<file path="config.mk">
export PLATFORM = sky130hd
export DESIGN_NAME = hzd_unit
export DESIGN_NICKNAME = d
export VERILOG_FILES = /design/src/rtl/hzd_pkg.sv /design/src/rtl/hzd_src_cmp.sv /design/src/rtl/hzd_tag_pipe.sv /design/src/rtl/hzd_sel_reg.sv /design/src/rtl/hzd_unit.sv
export SDC_FILE = /design/constraint.sdc
export NUM_CORES = 1
export LEC_CHECK = 0
export ABC_AREA = 1
export BUFFER_PORTS_ARGS = -buffer_cell sky130_fd_sc_hd__buf_2
export CAP_MARGIN = 20
export CORE_ASPECT_RATIO = 0.7
export CORE_MARGIN = 3
export CORE_UTILIZATION = 37
export CTS_CLUSTER_DIAMETER = 100
export DETAILED_ROUTE_END_ITERATION = 12
export PLACE_DENSITY = 0.57
export SYNTH_ARGS = -nofsm -noshare
export SYNTH_HDL_FRONTEND = slang
export SYNTH_SLANG_ARGS = --single-unit
</file>
<file path="constraint.sdc">
create_clock -name clk -period 1.5 [get_ports clk]
set_input_delay 0.075 -clock clk [delete_from_list [all_inputs] [get_ports clk]]
set_output_delay 0.075 -clock clk [all_outputs]
set_load 0.05 [all_outputs]
</file>
<file path="src/rtl/hzd_pkg.sv">
package hzd_pkg;

    localparam int RIDX_W = 5;
    localparam int NSRC   = 2;

    typedef logic [RIDX_W-1:0] ridx_t;

    // Destination tag of an in-flight producer
    typedef struct packed {
        logic  wen;
        logic  load;
        ridx_t rd;
    } prod_t;

    // Source operand of the decode-stage instruction
    typedef struct packed {
        logic  used;
        ridx_t idx;
    } src_t;

    typedef enum logic [1:0] {
        OPSEL_RF   = 2'b00,
        OPSEL_MAWB = 2'b01,
        OPSEL_EXMA = 2'b10
    } opsel_e;

    typedef opsel_e [NSRC-1:0] opsel_vec_t;

    localparam prod_t PROD_NONE = '0;

    function automatic logic src_hits(src_t s, prod_t p);
        return s.used && (s.idx != '0) && p.wen && (p.rd == s.idx);
    endfunction

endpackage

</file>
<file path="src/rtl/hzd_src_cmp.sv">
module hzd_src_cmp
    import hzd_pkg::*;
(
    input  src_t   src,
    input  prod_t  ex_p,
    input  prod_t  ma_p,
    output opsel_e sel,
    output logic   load_use
);

    logic hit_ex;
    logic hit_ma;

    always_comb begin
        hit_ex   = src_hits(src, ex_p);
        hit_ma   = src_hits(src, ma_p);
        load_use = hit_ex && ex_p.load;
        if (hit_ex)      sel = OPSEL_EXMA;
        else if (hit_ma) sel = OPSEL_MAWB;
        else             sel = OPSEL_RF;
    end

endmodule

</file>
<file path="src/rtl/hzd_tag_pipe.sv">
module hzd_tag_pipe
    import hzd_pkg::*;
(
    input  logic  clk,
    input  logic  rst,
    input  logic  kill,
    input  prod_t id_p,
    output prod_t ex_p,
    output prod_t ma_p
);

    always_ff @(posedge clk) begin
        if (rst) begin
            ex_p <= PROD_NONE;
            ma_p <= PROD_NONE;
        end else begin
            ma_p <= ex_p;
            ex_p <= kill ? PROD_NONE : id_p;
        end
    end

endmodule

</file>
<file path="src/rtl/hzd_sel_reg.sv">
module hzd_sel_reg
    import hzd_pkg::*;
(
    input  logic       clk,
    input  logic       rst,
    input  logic       kill,
    input  opsel_vec_t sel_d,
    output opsel_vec_t sel_q
);

    always_ff @(posedge clk) begin
        if (rst || kill) begin
            for (int i = 0; i < NSRC; i++) sel_q[i] <= OPSEL_RF;
        end else begin
            sel_q <= sel_d;
        end
    end

endmodule

</file>
<file path="src/rtl/hzd_unit.sv">
module hzd_unit
    import hzd_pkg::*;
(
    input  logic                clk,
    input  logic                rst,
    input  logic                id_valid,
    input  logic [RIDX_W-1:0]   id_rs1,
    input  logic                id_rs1_used,
    input  logic [RIDX_W-1:0]   id_rs2,
    input  logic                id_rs2_used,
    input  logic [RIDX_W-1:0]   id_rd,
    input  logic                id_wen,
    input  logic                id_is_load,
    output logic                stall,
    output logic                bubble,
    output logic [1:0]          opsel_a,
    output logic [1:0]          opsel_b
);

    src_t       srcs [NSRC];
    prod_t      id_p;
    prod_t      ex_p;
    prod_t      ma_p;
    opsel_vec_t sel_d;
    opsel_vec_t sel_q;
    logic [NSRC-1:0] lu;
    logic       kill;

    assign srcs[0] = '{used: id_rs1_used, idx: id_rs1};
    assign srcs[1] = '{used: id_rs2_used, idx: id_rs2};
    assign id_p    = '{wen: id_wen, load: id_is_load, rd: id_rd};

    for (genvar g = 0; g < NSRC; g++) begin : g_src
        hzd_src_cmp u_cmp (
            .src      (srcs[g]),
            .ex_p     (ex_p),
            .ma_p     (ma_p),
            .sel      (sel_d[g]),
            .load_use (lu[g])
        );
    end

    assign stall  = id_valid && (|lu);
    assign bubble = stall;
    assign kill   = stall || !id_valid;

    hzd_tag_pipe u_tags (
        .clk  (clk),
        .rst  (rst),
        .kill (kill),
        .id_p (id_p),
        .ex_p (ex_p),
        .ma_p (ma_p)
    );

    hzd_sel_reg u_sel (
        .clk   (clk),
        .rst   (rst),
        .kill  (kill),
        .sel_d (sel_d),
        .sel_q (sel_q)
    );

    assign opsel_a = sel_q[0];
    assign opsel_b = sel_q[1];

    // an inserted slot can never produce a second back-to-back stall
    a_r5_single_stall: assert property (@(posedge clk) disable iff (rst)
        stall |=> !stall);

    // the slot entering execute during a stall carries no bypass
    a_r6_bubble_no_fwd: assert property (@(posedge clk) disable iff (rst)
        stall |=> (opsel_a == 2'b00 && opsel_b == 2'b00));

    // a matching producer in execute wins for operand A
    a_r4_ex_priority: assert property (@(posedge clk) disable iff (rst)
        (id_valid && !stall && id_rs1_used && id_rs1 != '0 &&
         ex_p.wen && ex_p.rd == id_rs1) |=> (opsel_a == 2'b10));

    // source register 0 never selects a bypass
    a_r7_zero_reg: assert property (@(posedge clk) disable iff (rst)
        (id_valid && id_rs1 == '0 && id_rs2 == '0) |=>
        (opsel_a == 2'b00 && opsel_b == 2'b00));

    // with no writing producer in flight there is no stall
    a_r8_no_writer: assert property (@(posedge clk) disable iff (rst)
        (!ex_p.wen && !ma_p.wen) |-> !stall);

    // an empty decode slot never stalls
    a_r10_invalid: assert property (@(posedge clk) disable iff (rst)
        !id_valid |-> !stall);

endmodule

</file>
After elaboration in Yosys (flattened, before gate mapping):

Cells that the tools add are included.

* reductions and logical operators: 22
* equality and inequality tests: 4
* muxes and demuxes: 4

Operator list (number)
* $eq 5x5->1: 4
* $logic_and 1x1->1: 13
* $reduce_bool 5->1: 2
* $reduce_or 2->1: 4
* $mux 2: 2
* $logic_or 1x1->1: 2
* $mux 1: 2
* $logic_not 1->1: 1

* word-level logic and storage cells: 39
* bits of input ports: 22
* bits in registers: 17
* output and inout port bits: 6

Longest topological paths before layout:

Gate-level depths: netlist of run 1.

* word-level depth: 10
* depth in mapped cells: 9
* gate-level depth less buffers: 9

By module:

Synthesis of run 1 repeated with hierarchy kept, for this count alone.

* cells, all modules: 180
* area, all modules: 1123.6 µm²

Modules (own cells, without submodules)
* hzd_src_cmp: seq. area each 0.0 µm², times used 2, area each 259.0 µm², cells an instance 57
* hzd_tag_pipe: seq. area each 280.3 µm², times used 1, area each 456.7 µm², cells an instance 46
* hzd_sel_reg: seq. area each 80.1 µm², times used 1, area each 123.9 µm², cells an instance 15
* hzd_unit: seq. area each 0.0 µm², times used 1, area each 25.0 µm², cells an instance 5

Least setup slack after synthesis of run 1:

OpenSTA, ideal clock, no wires.

* path kind: register -> output
* start: reg, netlist name u_tags.ex_p[3]
* end: out stall
* path buffers: 1
* stages on the path, launching flop included: 8
* data required time: 1.425 ns
* arrival time: 2.002 ns
* slack: -0.577 ns
* cells stage by stage: dfxtp_1 -> inv_1 -> a21oi_1 -> nand2_1 -> nor2_1 -> nand4_2 -> a21oi_1 -> buf_4

* longest elaborated chain between the ends: 5

RTL lines
* $eq 5x5->1: line hzd_pkg.sv:32 `return s.used && (s.idx != '0) && p.wen && (p.rd == s.idx);`
* $logic_and 1x1->1: line hzd_pkg.sv:32
* $logic_and 1x1->1: line hzd_src_cmp.sv:17 `load_use = hit_ex && ex_p.load;`
* $reduce_or 2->1 *: line hzd_unit.sv:43 `assign stall = id_valid && (|lu);`
* $logic_and 1x1->1 *: line hzd_unit.sv:43
* to (decl): line hzd_unit.sv:14 `output logic stall,`

Mark *: on every way between the ends. The rest lies on a longest branch, timed or not.

Worst setup path after layout of run 1:

* start: reg, netlist name u_tags.ex_p[0]
* end: out bubble

* longest elaborated chain between the ends: 5

RTL lines
* $eq 5x5->1: line hzd_pkg.sv:32
* $logic_and 1x1->1: line hzd_pkg.sv:32
* $logic_and 1x1->1: line hzd_src_cmp.sv:17
* $reduce_or 2->1 *: line hzd_unit.sv:43
* $logic_and 1x1->1 *: line hzd_unit.sv:43
* to (decl): line hzd_unit.sv:15 `output logic bubble,`

Marks and branches as above.

==> summary.log, run 1 <==
INFO  floorplan      die-width=65.91um
INFO  power_and_ir_drop p_comb_share=20.8%
INFO  detailed_routing finalWirelength=2.542mm
INFO  timing         slew-limit-headroom=83.19%
INFO  setup_path     critical_path_arrival=1.57ns
INFO  setup_path     worst_path_dominant_cell_family=simple AND/OR/NAND/NOR gates
INFO  clocking       ctsRootBufferMaster=clkbuf_4
INFO  detailed_routing detail-route-antenna-nets=0
INFO  clocking       cts.htree.levels=1
INFO  clocking       cts_buffers=3
INFO  finish         final_cell_count_no_fill=228
INFO  clocking       clk_latency=0.30ns
INFO  power_and_ir_drop power_switching_share=28.25%
INFO  detailed_routing met2_wl_post_dr=1.174mm
INFO  floorplan      die_area=3160squm
INFO  detailed_routing via_density=4.478
INFO  timing         finalHoldViolations=0
INFO  flow_run       maxCapViolCount=0
INFO  yosys          post_synth_instance_area=929.6squm
INFO  setup_path     critical-path-max-stage-delay=0.35ns
INFO  setup_path     reg2reg_slack=-0.07ns
INFO  global_route   grt_pass1_vias=921
INFO  timing         max_freq=609.1MHz
INFO  finish         finalInstanceArea=1360squm
INFO  timing         postLayoutSetupSlackWorst=-0.1418ns
INFO  floorplan      floorplan.io_pins=28
INFO  detailed_routing route.layer.met1.wl=1.204mm
INFO  yosys          warning_count_from_the_yosys_run=0
INFO  power_and_ir_drop switchingPower=0.2598mW
INFO  finish         final_common_cell=nand2_1
INFO  placement      detailedPlacementHpwl=1.855mm
INFO  global_route   total_routing_usage_reported_by_global_routing=17.83%
INFO  timing         worst_skew=0.01609ns
INFO  floorplan      rows=14
INFO  global_route   antenna_found_initial=0
INFO  yosys          post_synth_inst_count=146
INFO  finish         area_growth=46.30%
INFO  global_route   grt_start_max_net_pins=11
INFO  finish         final_layout_size_suffix_gt1_share=36.73%
INFO  setup_path     crit_path_cell_trace=inv_2 > nand2_2 > nand2_1 > nor2_1 > nand2_1 > nor2_2 > nand3_2 > a21oi_4 > buf_6
INFO  yosys          synth_sequential_area_ratio=36.61%
INFO  clocking       number_of_sinks_handled_by_clock_tree_synthesis=17
INFO  detailed_routing wl_met3=155um
INFO  global_route   grt_first_pass_wirelength=4.071mm
INFO  timing         worstMarginPinSlew=0.2538ns
INFO  floorplan      die_h=47.94um
INFO  detailed_routing drt_pass1_iterations=4
INFO  floorplan      core=2260squm
INFO  clocking       cts_tree=done
INFO  yosys          synth.top_cell.area_share=36.61%
INFO  setup_path     crit_required=1.42ns
INFO  detailed_routing route.detailed.drc=0
INFO  detailed_routing routed.top_layer=met4
INFO  power_and_ir_drop power.ir.vdd_worst=0.4451mV
INFO  detailed_routing drt_iter0_drc=61
INFO  yosys          avg_inst_size_synth=6.367squm
INFO  clocking       buffer_depth_of_the_longest_clock_path=2
INFO  yosys          mappedNetlistNets=168
INFO  yosys          ffs_latches_synth=17
INFO  detailed_routing wl_per_cell=11.15um
INFO  finish         diode_count=0
INFO  power_and_ir_drop pwr-share-seq=51.7%
INFO  yosys          synth_largest_area_cell=dfxtp_1
INFO  global_route   remaining_global_route_overflow=0
INFO  power_and_ir_drop power-per-cell-area=676.2nW/um^2
INFO  timing         finalMaxSlewViolations=0
INFO  placement      finalWeightedCongestion=0.8776
INFO  outcome        violations_in_the_final_reports=setup timing
INFO  finish         finish.utilization=60.19%
INFO  power_and_ir_drop internal-power=0.6599mW
INFO  setup_path     critical_path_class=reg2out
INFO  floorplan      initial_utilization=41.14%
INFO  detailed_routing routed-via-count=1021
INFO  finish         layout_common_cells=nand2_1 (30), nor2_1 (28), inv_1 (27)
INFO  placement      placed_cell_area=1119squm
INFO  power_and_ir_drop power_leakage=0.7124nW
INFO  setup_path     critPathBufInv=2
INFO  clocking       clk_pin_slew=0.11ns
INFO  placement      port_buffers=27
INFO  timing         finalSetupViolations=3
INFO  timing         fin_crit_sh=109.5%
INFO  power_and_ir_drop power.clock.fraction=27.5%
INFO  setup_path     worst_path_most_repeated_cell=nand2_1
INFO  setup_path     path_max_fanout=3
INFO  timing         rsz0062_at_grt=true
INFO  finish         final_net_count=219
INFO  setup_path     start_kind=flip-flop
INFO  yosys          library_cells_used_by_synthesis=19
INFO  placement      placedCellCount=204
INFO  min_path       min-delay-path-class=in2reg
INFO  outcome        outcome=finished, violations left
INFO  timing         period_needed=1.642ns
INFO  setup_path     critPathCaptureType=output pin
INFO  setup_path     slowest_stage=dfxtp_2
INFO  yosys          yosys-top-cells-area=dfxtp_1 (37%), nand2_1 (15%), inv_1 (13%)
[kinds of logic after synthesis]
kind of cell	share of synthesized area [%]
and+or+nand+nor	39.43
buffers and inverters	14.27
AOI/OAI and AO/OA	3.095
DFF	36.61
xor gates and xnor gates	6.595
[registers in the layout (all words and copies together), names as in the netlist]
name         count
u_tags.ma_p      6
u_tags.ex_p      7
u_sel.sel_q      4
[timing repair]
| action | 4_1_cts | 5_1_grt |
|---|---|---|
| hold buffers | 7 | 0 |
| gates resized for setup | 13 | 8 |
| pin swaps | 4 | 12 |
| endpoints found under the setup margin | 2 | 4 |
| endpoints found under the hold margin | 7 | 0 |
| setup buffers | 11 | 3 |
[power by group through the flow]
stage | Clock (mW) | Combinational [mW] | Sequential, mW
floorplan | 0 | 0.0812 | 0.481
global placement | 0 | 0.135 | 0.484
detailed placement | 0 | 0.137 | 0.484
CTS | 0.260 | 0.180 | 0.475
global route | 0.282 | 0.211 | 0.478
finish | 0.253 | 0.191 | 0.476
[tightest hold or removal path, delay by kind of cell]
family | cells | cell delay [ns]
buffers and inverters | 2 | 0.14
AND/OR/NAND/NOR | 1 | 0.08
[cells in the mapped netlist]
master / number
nand2_1: 36
inv_1: 31
nor2_1: 31
dfxtp_1: 17
nand3_1: 5
nand4_1: 4
xor2_1: 4
a21oi_1: 3
nor2_2: 3
xnor2_1: 3
buf_2: 1
buf_4: 1
inv_2: 1
nand3_2: 1
nand3_4: 1
nand4_2: 1
o2111ai_1: 1
o21ai_0: 1
or2_1: 1
[final timing paths]
path,from,endpoint,cells after the start
setup / recovery,u_tags.ex_p[0],bubble,9
hold reg to reg,u_tags.ex_p[2],u_tags.ma_p[2],2
setup reg to reg,u_tags.ex_p[0],u_sel.sel_q[3],12
hold / removal,id_valid,u_sel.sel_q[1],3
[layer usage]
layer	global-route usage [%]	vias to the layer above
met5	0	-
li1	-	532
met3	5.869	2
met4	6.612	0
met1	22.28	453
met2	29.28	34
[through the flow]
step                setup TNS (ns)  hold slack [ns]  setup WS [ns]  total power, mW
CTS                        -0.3161          0.02162        -0.1308           0.9143
global route               -0.7220          0.01888        -0.2362           0.9710
global placement                 0           0.2862        0.09633           0.6185
detailed placement               0           0.2866        0.08379           0.6214
finish                     -0.3534          0.01831        -0.1418           0.9197
floorplan                -0.001558           0.1798      -0.001558           0.5627
[area by class of cell]
cell class | count | area (sq um)
Fill cell | 218 | 899.6
Timing Repair Buffer | 48 | 322.8
Clock buffer | 4 | 26.28
Tap cell | 32 | 40.04
Multi-Input combinational cell | 95 | 503.0
Inverter | 32 | 120.1
Sequential cell | 17 | 347.8
Power figures use the tool's default switching activity.
==> inputs of run 2 (changes only) <==
CELL_PAD_IN_SITES_DETAIL_PLACEMENT = 0   (was unset)
CELL_PAD_IN_SITES_GLOBAL_PLACEMENT = 2   (was unset)
CORE_UTILIZATION = 25   (was 37)
PLACE_DENSITY = 0.72   (was 0.57)
==> run 2 against run 1 <==
Net effect: the flow still finishes with violations (setup timing); sequential power hardly changed; highest routed layer unchanged; sequential share of layout area is 1.2 points higher; core utilization fell by 21 points.
==> summary.log, run 2 (synthesis results as in run 1) <==
INFO  outcome        outcome=finished, violations left
INFO  outcome        violations_in_the_final_reports=setup timing
INFO  finish         final_layout_size_suffix_gt1_share=37.91% [+1.2 points]
INFO  timing         finalSetupViolations=2 [-1]
INFO  power_and_ir_drop pwr-share-seq=47.8% [-3.9 points]
INFO  clocking       number_of_sinks_handled_by_clock_tree_synthesis=17 [unchanged]
INFO  setup_path     critical-path-max-stage-delay=0.33ns [-0.02 ns]
INFO  global_route   remaining_global_route_overflow=0 [unchanged]
INFO  global_route   grt_first_pass_wirelength=4.188mm [+2.9%]
INFO  clocking       ctsRootBufferMaster=clkbuf_8
INFO  min_path       min-delay-path-class=in2reg
INFO  global_route   antenna_found_initial=0 [unchanged]
INFO  min_path       hold_start=id_wen
INFO  detailed_routing routed-via-count=936 [-8.3%]
INFO  timing         finalHoldViolations=0 [unchanged]
INFO  power_and_ir_drop power.ir.vdd_worst=0.3235mV [-27%]
INFO  finish         area_growth=41.86%
INFO  floorplan      rows=17 [+3]
INFO  detailed_routing drt_iter0_drc=23 [-62%]
INFO  finish         largest_register_ffs=7 [unchanged]
INFO  setup_path     slowest_stage=dfxtp_2
INFO  floorplan      die-width=78.89um [+20%]
INFO  setup_path     critPathLaunch=u_tags.ex_p[1]
INFO  floorplan      die_h=57.02um [+19%]
INFO  detailed_routing detail-route-antenna-nets=0 [unchanged]
INFO  power_and_ir_drop power_switching_share=28.01% [-0.24 points]
INFO  timing         rsz0062_at_grt=true
INFO  timing         worst_skew=0.001334ns [-0.01475 ns]
INFO  placement      finalWeightedCongestion=0.7885 [-10%]
INFO  setup_path     critPathBufInv=2 [unchanged]
INFO  finish         diode_count=0 [unchanged]
INFO  power_and_ir_drop p_comb_share=16.6% [-4.2 points]
INFO  flow_run       maxCapViolCount=0 [unchanged]
INFO  power_and_ir_drop power=0.9913mW [+7.8%]
INFO  global_route   grt_pass1_vias=876 [-4.9%]
INFO  setup_path     worst_path_dominant_cell_family=simple AND/OR/NAND/NOR gates
INFO  setup_path     regToRegStartpoint=u_tags.ex_p[1]
INFO  setup_path     critical_path_arrival=1.47ns [-0.10 ns]
INFO  clocking       buffer_depth_of_the_longest_clock_path=2 [unchanged]
INFO  setup_path     start_kind=flip-flop
INFO  detailed_routing wl_per_cell=11.72um [+5.1%]
INFO  clocking       cts.htree.levels=1 [unchanged]
INFO  finish         layout_common_cells=nand2_1 (30), inv_1 (27), nor2_1 (26)
INFO  clocking       clk_latency=0.26ns [-0.04 ns]
INFO  timing         postLayoutSetupSlackWorst=-0.04938ns [+0.09238 ns]
INFO  clocking       cts_tree=done
INFO  finish         final_common_cell=nand2_1
INFO  global_route   grt_start_max_net_pins=11 [unchanged]
INFO  setup_path     critPathCaptureType=output pin
INFO  detailed_routing route.detailed.drc=0 [unchanged]
INFO  timing         worstMarginPinSlew=0.3751ns [+0.1212 ns]
INFO  power_and_ir_drop internal-power=0.7136mW [+8.1%]
INFO  setup_path     crit_required=1.42ns [about the same]
INFO  timing         slew-limit-headroom=74.90% [-8.3 points]
INFO  setup_path     path_max_fanout=3 [unchanged]
INFO  setup_path     crit_path_cell_trace=buf_4 > nand2_2 > nand3_2 > nor2_4 > nand4_4 > a21oi_4 > buf_6
INFO  timing         max_freq=645.4MHz [+6.0%]
INFO  power_and_ir_drop switchingPower=0.2776mW [+6.9%]
INFO  finish         layout_top_registers=u_tags.ex_p: 7 flops, u_tags.ma_p: 6 flops, u_sel.sel_q: 4 flops
INFO  placement      port_buffers=27 [unchanged]
INFO  detailed_routing finalWirelength=2.683mm [+5.5%]
INFO  floorplan      core=3339squm [+48%]
INFO  detailed_routing via_density=4.087 [-8.7%]
INFO  detailed_routing drt_pass1_iterations=4 [unchanged]
INFO  floorplan      die_area=4498squm [+42%]
INFO  clocking       clk_pin_slew=0.07ns [-0.04 ns]
INFO  timing         period_needed=1.549ns [-0.09238 ns]
INFO  power_and_ir_drop power.clock.fraction=35.6% [+8.1 points]
INFO  floorplan      floorplan.io_pins=28 [unchanged]
INFO  power_and_ir_drop power_leakage=0.6698nW [-6.0%]
INFO  timing         finalMaxSlewViolations=0 [unchanged]
INFO  timing         fin_crit_sh=103.3% [-6.2 points]
INFO  setup_path     critical_path_class=reg2out
INFO  power_and_ir_drop power-per-cell-area=751.7nW/um^2 [+11%]
INFO  finish         reg_with_most_ffs=u_tags.ex_p
INFO  finish         final_net_count=205 [-6.4%]
INFO  placement      detailedPlacementHpwl=2.069mm [+12%]
INFO  placement      placement.setup.worst_slack=0.04016ns [-0.04363 ns]
INFO  clocking       cts_hold_buf=0 [-7]
INFO  global_route   total_routing_usage_reported_by_global_routing=12.24% [-5.6 points]
INFO  floorplan      initial_utilization=27.84% [-13 points]
INFO  clocking       cts_buffers=3 [unchanged]
run 2: changes by cell type in the layout (fill, tap and decap cells not counted), moves of 2 or more:
cell	previous run	this run
buf_4	14	6
clkbuf_4	3	0
clkbuf_8	0	3
dfxtp_2	6	4
dfxtp_4	0	2
dlygate4sd3_1	7	0
nor2_1	28	26
nor2_4	0	2
run 2: layer usage:
| layer | GRT usage, % | vias up | share of wire (%) |
|---|---|---|---|
| met5 | 0 | - | 0 |
| met4 | 3.431 | 0 | 0.97 |
| met3 | 4.732 | 5 | 5.1 |
| met2 | 17.90 | 20 | 42 |
| met1 | 16.78 | 407 | 51 |
| li1 | - | 504 | - |
run 2: power by group through the flow:
stage / clock [mW] / sequential [mW] / combinational [mW]
2_1_floorplan: 0 / 0.481 / 0.0812
3_3_place_gp: 0 / 0.484 / 0.140
3_5_place_dp: 0 / 0.485 / 0.139
4_1_cts: 0.372 / 0.476 / 0.148
5_1_grt: 0.389 / 0.475 / 0.186
6_report: 0.353 / 0.474 / 0.165
run 2: through the flow:
| step | hold WS [ns] | util [%] | std cells | cell area, sq um | TNS (ns) |
|---|---|---|---|---|---|
| floorplan | 0.1798 | - | 146 | 952.2 | -0.001558 |
| global placement | 0.2850 | 34.06 | 219 | 1137 | 0 |
| detailed placement | 0.2908 | 34.06 | 219 | 1137 | 0 |
| CTS | 0.007335 | 37.54 | 227 | 1254 | -0.1648 |
| global route | 0.004185 | 39.49 | 229 | 1319 | -0.3787 |
| finish | 0.01602 | 39.49 | 229 | 1319 | -0.09867 |
run 2: final timing paths:
| path | end | slack, ns | depth (start not counted) |
|---|---|---|---|
| setup / recovery | bubble | -0.05 | 7 |
| hold / removal | u_tags.ex_p[6] | 0.02 | 3 |
| setup reg to reg | u_sel.sel_q[0] | 0.09 | 11 |
| hold reg to reg | u_tags.ma_p[1] | 0.48 | 2 |
run 2: what timing repair did:
action                                  4_1_cts  5_1_grt
resized for setup                            16       14
pin swaps                                     3        5
hold endpoints to repair                      0        0
gates cloned                                  0        1
buffers inserted                              4        1
endpoints found under the setup margin        2       12
run 2: layout make-up:
| class | count | area, sq um |
|---|---|---|
| fillers | 384 | 2021 |
| multi-input cells | 96 | 545.5 |
| flip-flops and latches | 17 | 352.8 |
| repair buffers | 33 | 192.7 |
| inverters | 32 | 122.6 |
| well taps | 47 | 58.81 |
| clock buffers | 3 | 41.29 |
| clock inverters | 1 | 5.005 |
run 2: tightest hold or removal path, stage by stage:
cell and delay, ns:
buf_2 0.09, inv_1 0.04, nor2_1 0.03
==> inputs of run 3 (changes only) <==
CORE_UTILIZATION = 27   (was 25)
CTS_CLUSTER_SIZE = 40   (was unset)
PLACE_DENSITY = 0.77   (was 0.72)
clock period = 2 ns   (was 1.5 ns; I/O delays follow)
==> run 3 against run 2 <==
Net effect: the flow now finishes without violations; global-route usage rose by 0.12 points; final area fell by 12%; combinational power fell by 38%; clock power fell by 26%; count of clock-buffer cells in the layout rose by 1; setup slack improved by 0.30 ns; sequential power fell by 25%; highest routed layer unchanged.
==> summary.log, run 3 (synthesis results as in run 1) <==
INFO  floorplan      floorplan.io_pins=28 [unchanged]
INFO  setup_path     start_kind=flip-flop
INFO  setup_path     crit_required=1.90ns [+0.48 ns]
INFO  setup_path     reg2reg_slack=0.70ns [+0.61 ns]
INFO  power_and_ir_drop power-per-cell-area=618.2nW/um^2 [-18%]
INFO  clocking       cts_tree=done
INFO  finish         diode_count=0 [unchanged]
INFO  min_path       min-delay-path-class=in2reg
INFO  floorplan      die_h=55.10um [-3.4%]
INFO  timing         finalSetupViolations=0 [-2]
INFO  finish         finish.utilization=36.11% [-3.4 points]
INFO  timing         max_freq=570.4MHz
INFO  timing         worst_skew=0.001580ns [+0.0002456 ns]
INFO  placement      port_buffers=27 [unchanged]
INFO  global_route   grt_first_pass_wirelength=3.960mm [-5.4%]
INFO  global_route   total_routing_usage_reported_by_global_routing=12.36% [+0.12 points]
INFO  clocking       post-cts-setup-buffer-count=0 [-4]
INFO  detailed_routing drt_pass1_iterations=4 [unchanged]
INFO  timing         period_needed=1.753ns
INFO  finish         final_cell_count_no_fill=222 [-3.1%]
INFO  clocking       cts.htree.levels=1 [unchanged]
INFO  timing         finalMaxSlewViolations=0 [unchanged]
INFO  global_route   grt_pass1_vias=844 [-3.7%]
INFO  min_path       hold_start=id_wen
INFO  clocking       buffer_depth_of_the_longest_clock_path=2 [unchanged]
INFO  detailed_routing route.detailed.drc=0 [unchanged]
INFO  timing         fin_crit_sh=87.66%
INFO  detailed_routing finalWirelength=2.344mm [-13%]
INFO  finish         layout_common_cells=nand2_1 (36), inv_1 (31), nor2_1 (31)
INFO  floorplan      die-width=76.14um [-3.5%]
INFO  setup_path     critPathCaptureType=output pin
INFO  placement      finalWeightedCongestion=0.7836 [-0.62%]
INFO  power_and_ir_drop internal-power=0.5294mW [-26%]
INFO  finish         area_growth=24.76%
INFO  setup_path     regToRegStartpoint=u_tags.ex_p[3]
INFO  timing         worstMarginPinSlew=0.2223ns [-0.1527 ns]
INFO  finish         largest_register_ffs=7 [unchanged]
INFO  power_and_ir_drop p_comb_share=14.2% [-2.4 points]
INFO  timing         finalHoldViolations=0 [unchanged]
INFO  placement      placement.setup.worst_slack=0.5090ns [+0.4689 ns]
INFO  timing         worst_hold_slack=0.05323ns [+0.03721 ns]
INFO  clocking       cts_buffers=3 [unchanged]
INFO  min_path       min_path_cells=3 [unchanged]
INFO  placement      detailedPlacementHpwl=1.986mm [-4.0%]
INFO  outcome        outcome=completed
INFO  global_route   grt_start_max_net_pins=11 [unchanged]
INFO  floorplan      core=3212squm [-3.8%]
INFO  timing         slew-limit-headroom=85.02% [+10 points]
INFO  finish         reg_with_most_ffs=u_tags.ex_p
INFO  setup_path     worst_r2r_endpoint=u_sel.sel_q[3]
INFO  power_and_ir_drop pwr-share-seq=49.4% [+1.6 points]
INFO  flow_run       maxCapViolCount=0 [unchanged]
INFO  timing         postLayoutSetupSlackWorst=0.2467ns [+0.2961 ns]
INFO  min_path       hold_path_end=u_tags.ex_p[6]
INFO  detailed_routing wl_per_cell=10.56um [-9.9%]
INFO  placement      placedCellCount=218 [-0.46%]
INFO  finish         final_common_cell=nand2_1
INFO  floorplan      die_area=4195squm [-6.7%]
INFO  power_and_ir_drop switchingPower=0.1876mW [-32%]
INFO  floorplan      initial_utilization=28.94% [+1.1 points]
INFO  finish         layout_top_registers=u_tags.ex_p: 7 flops, u_tags.ma_p: 6 flops, u_sel.sel_q: 4 flops
INFO  detailed_routing drt_iter0_drc=64 [+180%]
INFO  detailed_routing routed-via-count=885 [-5.4%]
INFO  finish         final_net_count=198 [-3.4%]
INFO  power_and_ir_drop power_switching_share=26.17% [-1.8 points]
INFO  power_and_ir_drop power.clock.fraction=36.4% [+0.8 points]
INFO  floorplan      rows=17 [unchanged]
INFO  clocking       number_of_sinks_handled_by_clock_tree_synthesis=17 [unchanged]
INFO  setup_path     critical_path_class=reg2out
INFO  power_and_ir_drop power_leakage=0.6227nW [-7.0%]
INFO  clocking       clk_latency=0.25ns [about the same]
INFO  finish         final_layout_size_suffix_gt1_share=21.71% [-16 points]
INFO  setup_path     path_max_fanout=3 [unchanged]
INFO  power_and_ir_drop power.ir.vdd_worst=0.2700mV [-17%]
INFO  detailed_routing detail-route-antenna-nets=0 [unchanged]
INFO  global_route   antenna_found_initial=0 [unchanged]
INFO  timing         rsz0062_at_grt=false
INFO  clocking       ctsRootBufferMaster=clkbuf_8
INFO  setup_path     reg2regPathDepth=7 [-4]
INFO  setup_path     critical_path_arrival=1.65ns [+0.18 ns]
INFO  timing         totalNegativeSetupSlack=0ns [+0.09867 ns]
INFO  detailed_routing via_density=3.986 [-2.5%]
INFO  global_route   remaining_global_route_overflow=0 [unchanged]
INFO  clocking       clk_pin_slew=0.07ns [about the same]
INFO  clocking       cts-resized-gates=0 [-16]
INFO  clocking       cts_hold_buf=0 [unchanged]
==> run 3: cell types whose count changed in the layout (fill, tap and decap cells not counted), sizes merged <==
| cell | delta |
|---|---|
| buf | -6 |
| nand3 | -1 |
| clkinv | -1 |
| clkbuf | +1 |
==> run 3: worst max-delay path: stages, from the launching register on <==
cell and delay, ns:
dfxtp_1 0.36, inv_1 0.09, a21oi_1 0.12, nand2_1 0.07, nor2_1 0.14, nand4_2 0.15, a21oi_2 0.19, buf_2 0.28
==> run 3: how the worst max path moves through the flow <==
stage                              start     end  slack (ns)  depth (start not counted)
after floorplan           u_tags.ex_p[1]   stall        0.24                          9
after global placement    u_tags.ex_p[3]  bubble        0.51                          7
after detailed placement  u_tags.ex_p[3]   stall        0.51                          7
after CTS                 u_tags.ex_p[3]   stall        0.22                          7
after global routing      u_tags.ex_p[3]   stall        0.05                          7
final                     u_tags.ex_p[3]   stall        0.25                          7
==> run 3: final cells by class <==
| class | instances | area [sq um] |
|---|---|---|
| clock buffers | 4 | 45.04 |
| inverters | 32 | 120.1 |
| multi-input cells | 95 | 460.4 |
| flip-flops and latches | 17 | 340.3 |
| repair buffers | 27 | 135.1 |
| fillers | 385 | 2052 |
| well taps | 47 | 58.81 |
==> run 3: per-layer routing <==
| layer | vias up | share of wire, % | GRT usage [%] |
|---|---|---|---|
| li1 | 488 | - | - |
| met1 | 363 | 54 | 16.57 |
| met2 | 30 | 38 | 18.82 |
| met3 | 4 | 7.2 | 4.207 |
| met4 | 0 | 1.5 | 4.217 |
| met5 | - | 0 | 0 |
==> run 3: through the flow <==
stage	instance area [sq um]	power [mW]
after floorplan	933.4	0.4206
after global placement	1115	0.4660
after detailed placement	1115	0.4650
after CTS	1160	0.7289
after global routing	1160	0.7616
final	1160	0.7171
==> run 3: power by group through the flow <==
stage | clock network [mW] | logic (mW) | registers, mW
2_1_floorplan | 0 | 0.0600 | 0.361
3_3_place_gp | 0 | 0.104 | 0.362
3_5_place_dp | 0 | 0.103 | 0.362
4_1_cts | 0.271 | 0.103 | 0.354
5_1_grt | 0.289 | 0.117 | 0.355
6_report | 0.261 | 0.102 | 0.354
